$ cat src/rtl/mdio_cmd_pkg.sv
`timescale 1ns/1ps
package mdio_cmd_pkg;

  localparam int PHY_AW     = 5;
  localparam int REG_AW     = 5;
  localparam int DATA_W     = 16;
  localparam int PRE_BITS   = 32;
  localparam int FRAME_BITS = PRE_BITS + 2 + 2 + PHY_AW + REG_AW + 2 + DATA_W;
  localparam int IDX_W      = $clog2(FRAME_BITS);

  localparam logic [IDX_W-1:0] TA_POS   = IDX_W'(FRAME_BITS - DATA_W - 2);
  localparam logic [IDX_W-1:0] DATA_POS = IDX_W'(FRAME_BITS - DATA_W);
  localparam logic [IDX_W-1:0] LAST_POS = IDX_W'(FRAME_BITS - 1);

  typedef enum logic [1:0] {
    OP_RSV0  = 2'b00,
    OP_WRITE = 2'b01,
    OP_READ  = 2'b10,
    OP_RSV3  = 2'b11
  } mdio_op_e;

  typedef struct packed {
    logic [1:0]        rsvd;
    logic              irq_en;
    logic              ready;
    mdio_op_e          op;
    logic [PHY_AW-1:0] phy;
    logic [REG_AW-1:0] regad;
    logic [DATA_W-1:0] data;
  } cmd_word_t;

endpackage

$ cat src/rtl/mdio_clk_gen.sv
`timescale 1ns/1ps
module mdio_clk_gen #(
  parameter int unsigned HALF_DIV = 4
) (
  input  logic clk_i,
  input  logic rst_ni,
  input  logic run_i,
  output logic mdc_o,
  output logic rise_stb_o,
  output logic fall_stb_o
);

  localparam int unsigned CW = (HALF_DIV > 1) ? $clog2(HALF_DIV) : 1;
  localparam logic [CW-1:0] CNT_MAX = CW'(HALF_DIV - 1);

  logic [CW-1:0] cnt_q;
  logic          mdc_q;
  logic          tick;

  assign tick = run_i && (cnt_q == CNT_MAX);

  always_ff @(posedge clk_i or negedge rst_ni) begin
    if (!rst_ni) begin
      cnt_q <= '0;
      mdc_q <= 1'b0;
    end else if (!run_i) begin
      cnt_q <= '0;
      mdc_q <= 1'b0;
    end else if (tick) begin
      cnt_q <= '0;
      mdc_q <= ~mdc_q;
    end else begin
      cnt_q <= cnt_q + 1'b1;
    end
  end

  assign mdc_o      = mdc_q;
  assign rise_stb_o = tick && !mdc_q;
  assign fall_stb_o = tick && mdc_q;

  // MDC parks low whenever no frame is running
  p_mdc_idle_low_r10: assert property (@(posedge clk_i) disable iff (!rst_ni)
    !run_i |-> !mdc_q);

  p_mdc_rise_needs_run_r3: assert property (@(posedge clk_i) disable iff (!rst_ni)
    $rose(mdc_q) |-> $past(run_i));

endmodule

$ cat src/rtl/mdio_frame_shifter.sv
`timescale 1ns/1ps
module mdio_frame_shifter
  import mdio_cmd_pkg::*;
(
  input  logic              clk_i,
  input  logic              rst_ni,
  input  logic              start_i,
  input  mdio_op_e          op_i,
  input  logic [PHY_AW-1:0] phy_i,
  input  logic [REG_AW-1:0] reg_i,
  input  logic [DATA_W-1:0] data_i,
  input  logic              rise_stb_i,
  input  logic              fall_stb_i,
  input  logic              mdio_i,
  output logic              busy_o,
  output logic              done_o,
  output logic              done_rd_o,
  output logic [DATA_W-1:0] rd_data_o,
  output logic              mdio_o,
  output logic              mdio_oe_o
);

  logic [FRAME_BITS-1:0] frame_q;
  logic [IDX_W-1:0]      idx_q;
  logic [IDX_W-1:0]      idx_nxt;
  logic [DATA_W-1:0]     rd_sh_q;
  logic                  busy_q;
  logic                  is_rd_q;
  logic                  oe_q;
  logic                  last_bit;

  assign idx_nxt  = idx_q + 1'b1;
  assign last_bit = (idx_q == LAST_POS);

  always_ff @(posedge clk_i or negedge rst_ni) begin
    if (!rst_ni) begin
      frame_q <= '0;
      idx_q   <= '0;
      rd_sh_q <= '0;
      busy_q  <= 1'b0;
      is_rd_q <= 1'b0;
      oe_q    <= 1'b0;
    end else if (start_i) begin
      frame_q <= {{PRE_BITS{1'b1}}, 2'b01, op_i, phy_i, reg_i,
                  (op_i == OP_READ) ? 2'b11 : 2'b10, data_i};
      idx_q   <= '0;
      busy_q  <= 1'b1;
      is_rd_q <= (op_i == OP_READ);
      oe_q    <= 1'b1;
    end else if (busy_q) begin
      if (rise_stb_i && is_rd_q && (idx_q >= DATA_POS))
        rd_sh_q <= {rd_sh_q[DATA_W-2:0], mdio_i};
      if (fall_stb_i) begin
        if (last_bit) begin
          busy_q  <= 1'b0;
          oe_q    <= 1'b0;
          frame_q <= '0;
        end else begin
          frame_q <= frame_q << 1;
          idx_q   <= idx_nxt;
          oe_q    <= !(is_rd_q && (idx_nxt >= TA_POS));
        end
      end
    end
  end

  assign busy_o    = busy_q;
  assign done_o    = busy_q && fall_stb_i && last_bit;
  assign done_rd_o = is_rd_q;
  assign rd_data_o = rd_sh_q;
  assign mdio_o    = frame_q[FRAME_BITS-1];
  assign mdio_oe_o = oe_q;

  p_mdio_hold_r10: assert property (@(posedge clk_i) disable iff (!rst_ni)
    busy_q && !fall_stb_i |=> $stable(mdio_o));

  p_read_release_r5: assert property (@(posedge clk_i) disable iff (!rst_ni)
    busy_q && is_rd_q && (idx_q >= TA_POS) |-> !mdio_oe_o);

  p_write_driven_r4: assert property (@(posedge clk_i) disable iff (!rst_ni)
    busy_q && !is_rd_q |-> mdio_oe_o);

endmodule

$ cat src/rtl/mdio_cmd_reg.sv
`timescale 1ns/1ps
module mdio_cmd_reg
  import mdio_cmd_pkg::*;
(
  input  logic              clk_i,
  input  logic              rst_ni,
  input  logic              wr_en_i,
  input  logic [3:0]        wr_be_i,
  input  logic [31:0]       wr_data_i,
  input  logic              busy_i,
  input  logic              done_i,
  input  logic              done_rd_i,
  input  logic [DATA_W-1:0] rd_data_i,
  output cmd_word_t         cmd_o,
  output logic              start_o,
  output cmd_word_t         launch_cmd_o,
  output logic              irq_o
);

  cmd_word_t cmd_q;
  cmd_word_t merged;
  logic      accept;
  logic      launch;
  logic      op_valid;

  assign accept = wr_en_i && !busy_i;
  assign launch = accept && wr_be_i[3];

  always_comb begin
    merged = cmd_q;
    for (int b = 0; b < 4; b++) begin
      if (wr_be_i[b]) merged[8*b +: 8] = wr_data_i[8*b +: 8];
    end
    merged.rsvd = 2'b00;
    op_valid = (merged.op == OP_WRITE) || (merged.op == OP_READ);
    // reserved opcode completes at once
    if (wr_be_i[3] && !op_valid) merged.ready = 1'b1;
  end

  always_ff @(posedge clk_i or negedge rst_ni) begin
    if (!rst_ni) begin
      cmd_q <= '0;
    end else if (done_i) begin
      cmd_q.ready <= 1'b1;
      if (done_rd_i) cmd_q.data <= rd_data_i;
    end else if (accept) begin
      cmd_q <= merged;
    end
  end

  assign cmd_o        = cmd_q;
  assign launch_cmd_o = merged;
  assign start_o      = launch && op_valid;
  assign irq_o        = cmd_q.ready && cmd_q.irq_en;

  p_ready_on_done_r6: assert property (@(posedge clk_i) disable iff (!rst_ni)
    done_i |=> cmd_q.ready);

  p_no_launch_busy_r9: assert property (@(posedge clk_i) disable iff (!rst_ni)
    busy_i |-> !start_o);

  p_frozen_busy_r9: assert property (@(posedge clk_i) disable iff (!rst_ni)
    busy_i && !done_i |=> $stable(cmd_q));

  p_irq_hold_r7: assert property (@(posedge clk_i) disable iff (!rst_ni)
    irq_o && !(wr_en_i && wr_be_i[3]) |=> irq_o);

endmodule

$ cat src/rtl/mdio_cmd_master.sv
`timescale 1ns/1ps
module mdio_cmd_master
  import mdio_cmd_pkg::*;
#(
  parameter int unsigned MDC_HALF_DIV = 4
) (
  input  logic        clk_i,
  input  logic        rst_ni,
  input  logic        wr_en_i,
  input  logic [3:0]  wr_be_i,
  input  logic [31:0] wr_data_i,
  output logic [31:0] rd_data_o,
  output logic        irq_o,
  output logic        mdc_o,
  input  logic        mdio_i,
  output logic        mdio_o,
  output logic        mdio_oe_o
);

  cmd_word_t         cmd_w;
  cmd_word_t         launch_w;
  logic              start_w;
  logic              busy_w;
  logic              done_w;
  logic              done_rd_w;
  logic [DATA_W-1:0] rd_sh_w;
  logic              rise_w;
  logic              fall_w;

  mdio_cmd_reg u_reg (
    .clk_i       (clk_i),
    .rst_ni      (rst_ni),
    .wr_en_i     (wr_en_i),
    .wr_be_i     (wr_be_i),
    .wr_data_i   (wr_data_i),
    .busy_i      (busy_w),
    .done_i      (done_w),
    .done_rd_i   (done_rd_w),
    .rd_data_i   (rd_sh_w),
    .cmd_o       (cmd_w),
    .start_o     (start_w),
    .launch_cmd_o(launch_w),
    .irq_o       (irq_o)
  );

  mdio_clk_gen #(.HALF_DIV(MDC_HALF_DIV)) u_clk (
    .clk_i     (clk_i),
    .rst_ni    (rst_ni),
    .run_i     (busy_w),
    .mdc_o     (mdc_o),
    .rise_stb_o(rise_w),
    .fall_stb_o(fall_w)
  );

  mdio_frame_shifter u_shift (
    .clk_i     (clk_i),
    .rst_ni    (rst_ni),
    .start_i   (start_w),
    .op_i      (launch_w.op),
    .phy_i     (launch_w.phy),
    .reg_i     (launch_w.regad),
    .data_i    (launch_w.data),
    .rise_stb_i(rise_w),
    .fall_stb_i(fall_w),
    .mdio_i    (mdio_i),
    .busy_o    (busy_w),
    .done_o    (done_w),
    .done_rd_o (done_rd_w),
    .rd_data_o (rd_sh_w),
    .mdio_o    (mdio_o),
    .mdio_oe_o (mdio_oe_o)
  );

  assign rd_data_o = cmd_w;

endmodule

$ cat config.mk
export PLATFORM = sky130hd
export DESIGN_NAME = mdio_cmd_master
export DESIGN_NICKNAME = d
export VERILOG_FILES = /design/src/rtl/mdio_cmd_pkg.sv /design/src/rtl/mdio_clk_gen.sv /design/src/rtl/mdio_frame_shifter.sv /design/src/rtl/mdio_cmd_reg.sv /design/src/rtl/mdio_cmd_master.sv
export SDC_FILE = /design/constraint.sdc
export NUM_CORES = 1
export LEC_CHECK = 0
export ABC_CLOCK_PERIOD_IN_PS = 4400
export BUFFER_PORTS_ARGS = -buffer_cell sky130_fd_sc_hd__buf_2
export CORE_MARGIN = 1
export CORE_UTILIZATION = 40
export DETAILED_ROUTE_END_ITERATION = 10
export PLACE_DENSITY = 0.7
export SLEW_MARGIN = 20
export SYNTH_ARGS = -nofsm -noshare
export SYNTH_HDL_FRONTEND = slang
export SYNTH_SLANG_ARGS = --single-unit
export TNS_END_PERCENT = 30
$ cat constraint.sdc
create_clock -name clk_i -period 4.4 [get_ports clk_i]
set_clock_uncertainty 0.15 [all_clocks]
set_input_delay 0.44 -clock clk_i [delete_from_list [all_inputs] [get_ports clk_i]]
set_output_delay 0.44 -clock clk_i [all_outputs]
set_load 0.05 [all_outputs]
==> impl_metrics.tcl <==
set metrics [dict create \
    status "finished clean" \
    finalCriticalPeriod_ns 2.770 \
    reg2reg_from "u_clk.cnt_q[0]" \
    fmax_ghz 0.3611 \
    area_growth_syn_to_layout_pct 21.02 \
    fin_tns_setup_ns 0 \
    synth_xor_area_share_pct 0.3255 \
    io_pins 76 \
    worstHoldEndpoint "u_shift.frame_q[27]" \
    syn_avg_cell_area_um2 10.81 \
    cts_setup_buffers 0 \
    grt_usage_pct 18.46 \
    fin_crit_sh_pct 62.94 \
    place_congestion 0.8287 \
    maxCapViolCount 0 \
    rr_endpoint "u_shift.frame_q[2]" \
    vdd.ir_drop.worst_mv 0.3390 \
    cts_tree "built" \
    postRouteAntennaNets 0 \
    final_cell_mix "dfrtp_1 (122), buf_2 (70), nand2_1 (57)" \
    die_w_um 118.0 \
    coreArea_mm2 0.01319 \
    yosys_warnings 0 \
    grt_pass1_wl_mm 20.26 \
    synth_seq_area_share_pct 56.73 \
    drt-wirelength-per-cell_um 15.97 \
    nets 603 \
    synth.distinct_cells 41 \
    io_buffers 71 \
    fillers 1163 \
    drive_gt1_share_pct 25.17 \
    rows 42 \
    synth_ff_type "dfrtp_1" \
    relSlewSlack_pct 28.84 \
    layout_commonest_cell "dfrtp_1" \
    rsz0062_at_grt "no" \
    hold_violations 0 \
    clock_sink_count 122 \
    synthSimpleGateAreaFrac_pct 13.04 \
    detail_route.first_pass.iterations 5 \
    drc 0 \
    synth_top_family_by_area "compound AO/OA/AOI/OAI gates" \
    tightest_slew_ns 1.066 \
    grt_pass1_vias 4076 \
    htreeDepth 4 \
    synthArstFlopShare_pct 100.0 \
    antenna_found_initial 1 \
    postRouteWirelength_mm 11.96 \
    numCtsBuffers 17 \
    drt_iter0_markers 235 \
    grt_max_degree 46 \
    synthCells 498 \
    crit_slowest_cell "a31oi_2" \
    yosysTopAreaCell "dfrtp_1" \
    powerDensity_mw_per_mm2 762.7 \
    clk_pin_slew_ns 0.05 \
    required_ns 4.54 \
    hold_buffers 1 \
    synth_area_leaders "dfrtp_1 (57%), mux2_2 (5.2%), o21ai_0 (4.7%)" \
    synth_compound_area_share_pct 15.35 \
    synth-adder-area-share_pct 1.116 \
    leakagePower_nw 3.020 \
    r2r_cells 6 \
    synth_top_area_share_pct 56.73 \
    synth-seq-cells 122 \
    maxSlewViolCount 0 \
    hold_path.class "in -> reg" \
    setup_viol 0 \
    via_count 4072 \
    synth_edf_count 0 \
    clk_latency_ns 0.41 \
    viasPerCell 5.437 \
    netlist_area_mm2 0.005381 \
    hpwl_mm 7.577 \
    start_util_pct 40.80 \
    startpoint_type "register" \
    hold_path_startpoint "wr_data_i[25]" \
    worstHoldPathCells 3 \
    slowest_delay_ns 0.76 \
    arrival_ns 2.91 \
    die-area_mm2 0.01392 \
    endpoint_kind "register" \
    overflow 0 \
    root_buffer "clkbuf_16" \
    crit_path_cell_trace "ha_1 > nand3_4 > a31oi_2 > buf_4 > a22oi_1 > o21ai_0" \
    path_class "reg -> reg" \
    fin_util_pct 49.37 \
    ctsResizeCount 0 \
    die_h_um 118.0 \
    clock_path_buffers 2 \
    cp_max_fo 43 \
    muxShareOfSynthArea_pct 9.881 \
    reg2reg_slack_ns 1.63 \
]
[cells in the mapped netlist, types with 2 or more instances]
cell,number
a21oi_1,37
a221o_1,13
a22oi_1,27
a31oi_1,3
and2_1,3
and3_1,3
buf_1,3
buf_2,6
buf_4,2
buf_6,2
clkbuf_1,26
dfrtp_1,122
ha_1,4
inv_1,3
mux2_2,25
mux2i_1,25
nand2_1,57
nand2b_1,2
nand3_1,43
nor2_1,18
nor2_2,2
o21ai_0,51
or3_1,2
xor2_1,2
[registers in the layout (all words and copies together), names as in the netlist]
register / count
u_clk.mdc_o: 1
u_shift.frame_q: 64
u_shift.mdio_oe_o: 1
u_shift.rd_data_o: 16
u_clk.cnt_q: 2
u_shift.done_rd_o: 1
u_shift.idx_q: 6
u_shift.busy_o: 1
u_reg.cmd_o: 30
[logic make-up (layout without fill, tap and decap cells)]
| kind of cell | after synthesis | after routing |
|---|---|---|
| AOI/OAI and AO/OA | 135 | 135 |
| adders and majority gates | 5 | 5 |
| other | 1 | 3 |
| DFF | 122 | 122 |
| xor gates and xnor gates | 2 | 2 |
| buffers and inverters | 42 | 115 |
| and+or+nand+nor | 141 | 141 |
| muxes | 50 | 50 |
[report_power, final]
part	internal (W)	total, W	switching, W	leakage, nW
clock	0.00101	0.00151	0.000495	0.313
combinational	0.000514	0.00155	0.00103	1.22
sequential	0.00158	0.00191	0.000334	1.49
total	0.00310	0.00497	0.00186	3.02
[area by class of cell]
| cell class | instances | area (µm²) | share of cell area [%] |
|---|---|---|---|
| multi-input combinational | 335 | 2156 | 33.10 |
| sequential | 122 | 3053 | 46.88 |
| antenna | 1 | 2.502 | 0.03842 |
| inverter | 3 | 11.26 | 0.1729 |
| clock buffer | 19 | 442.9 | 6.801 |
| clock inverter | 13 | 198.9 | 3.055 |
| tap | 176 | 220.2 | 3.381 |
| timing repair buffer | 80 | 427.9 | 6.571 |
[how the worst max path moves through the flow]
stage                             to  cells past startpoint            start
3_5_place_dp   u_shift.rd_data_o[12]                      6       wr_be_i[3]
4_1_cts           u_shift.frame_q[2]                      6   u_clk.cnt_q[0]
2_1_floorplan  u_shift.rd_data_o[10]                      7  u_reg.cmd_o[27]
6_report          u_shift.frame_q[2]                      6   u_clk.cnt_q[0]
3_3_place_gp   u_shift.rd_data_o[12]                      6       wr_be_i[3]
5_1_grt           u_shift.frame_q[2]                      6   u_clk.cnt_q[0]
[critical path: cells and delay by family (launching register included)]
kind | cells | cell delay, ns
buf+inv | 1 | 0.34
fa+ha+maj | 1 | 0.29
compound gates | 3 | 1.08
simple gates | 1 | 0.44
flops | 1 | 0.35
[stage by stage]
stage                     hold slack, ns  total power (W)  setup slack, ns  instance area, µm²  std cells
final                             0.1016         0.004967            1.631                6513        749
after floorplan                -0.005591         0.003049            1.979                5385        499
after global placement            0.2749         0.003386            1.384                5856        715
after CTS                        0.09459         0.004995            1.634                6507        748
after global routing              0.1045         0.005242            1.381                6510        748
after detailed placement          0.2857         0.003460            1.349                5856        715
[metal layers]
layer	up-vias	track usage (%)	share of wire [%]
met2	101	29.15	51
met4	2	8.894	2.4
met3	23	4.893	3.9
met5	-	0	0.11
li1	1919	-	-
met1	2027	23.54	43
Power figures use the tool's default switching activity.
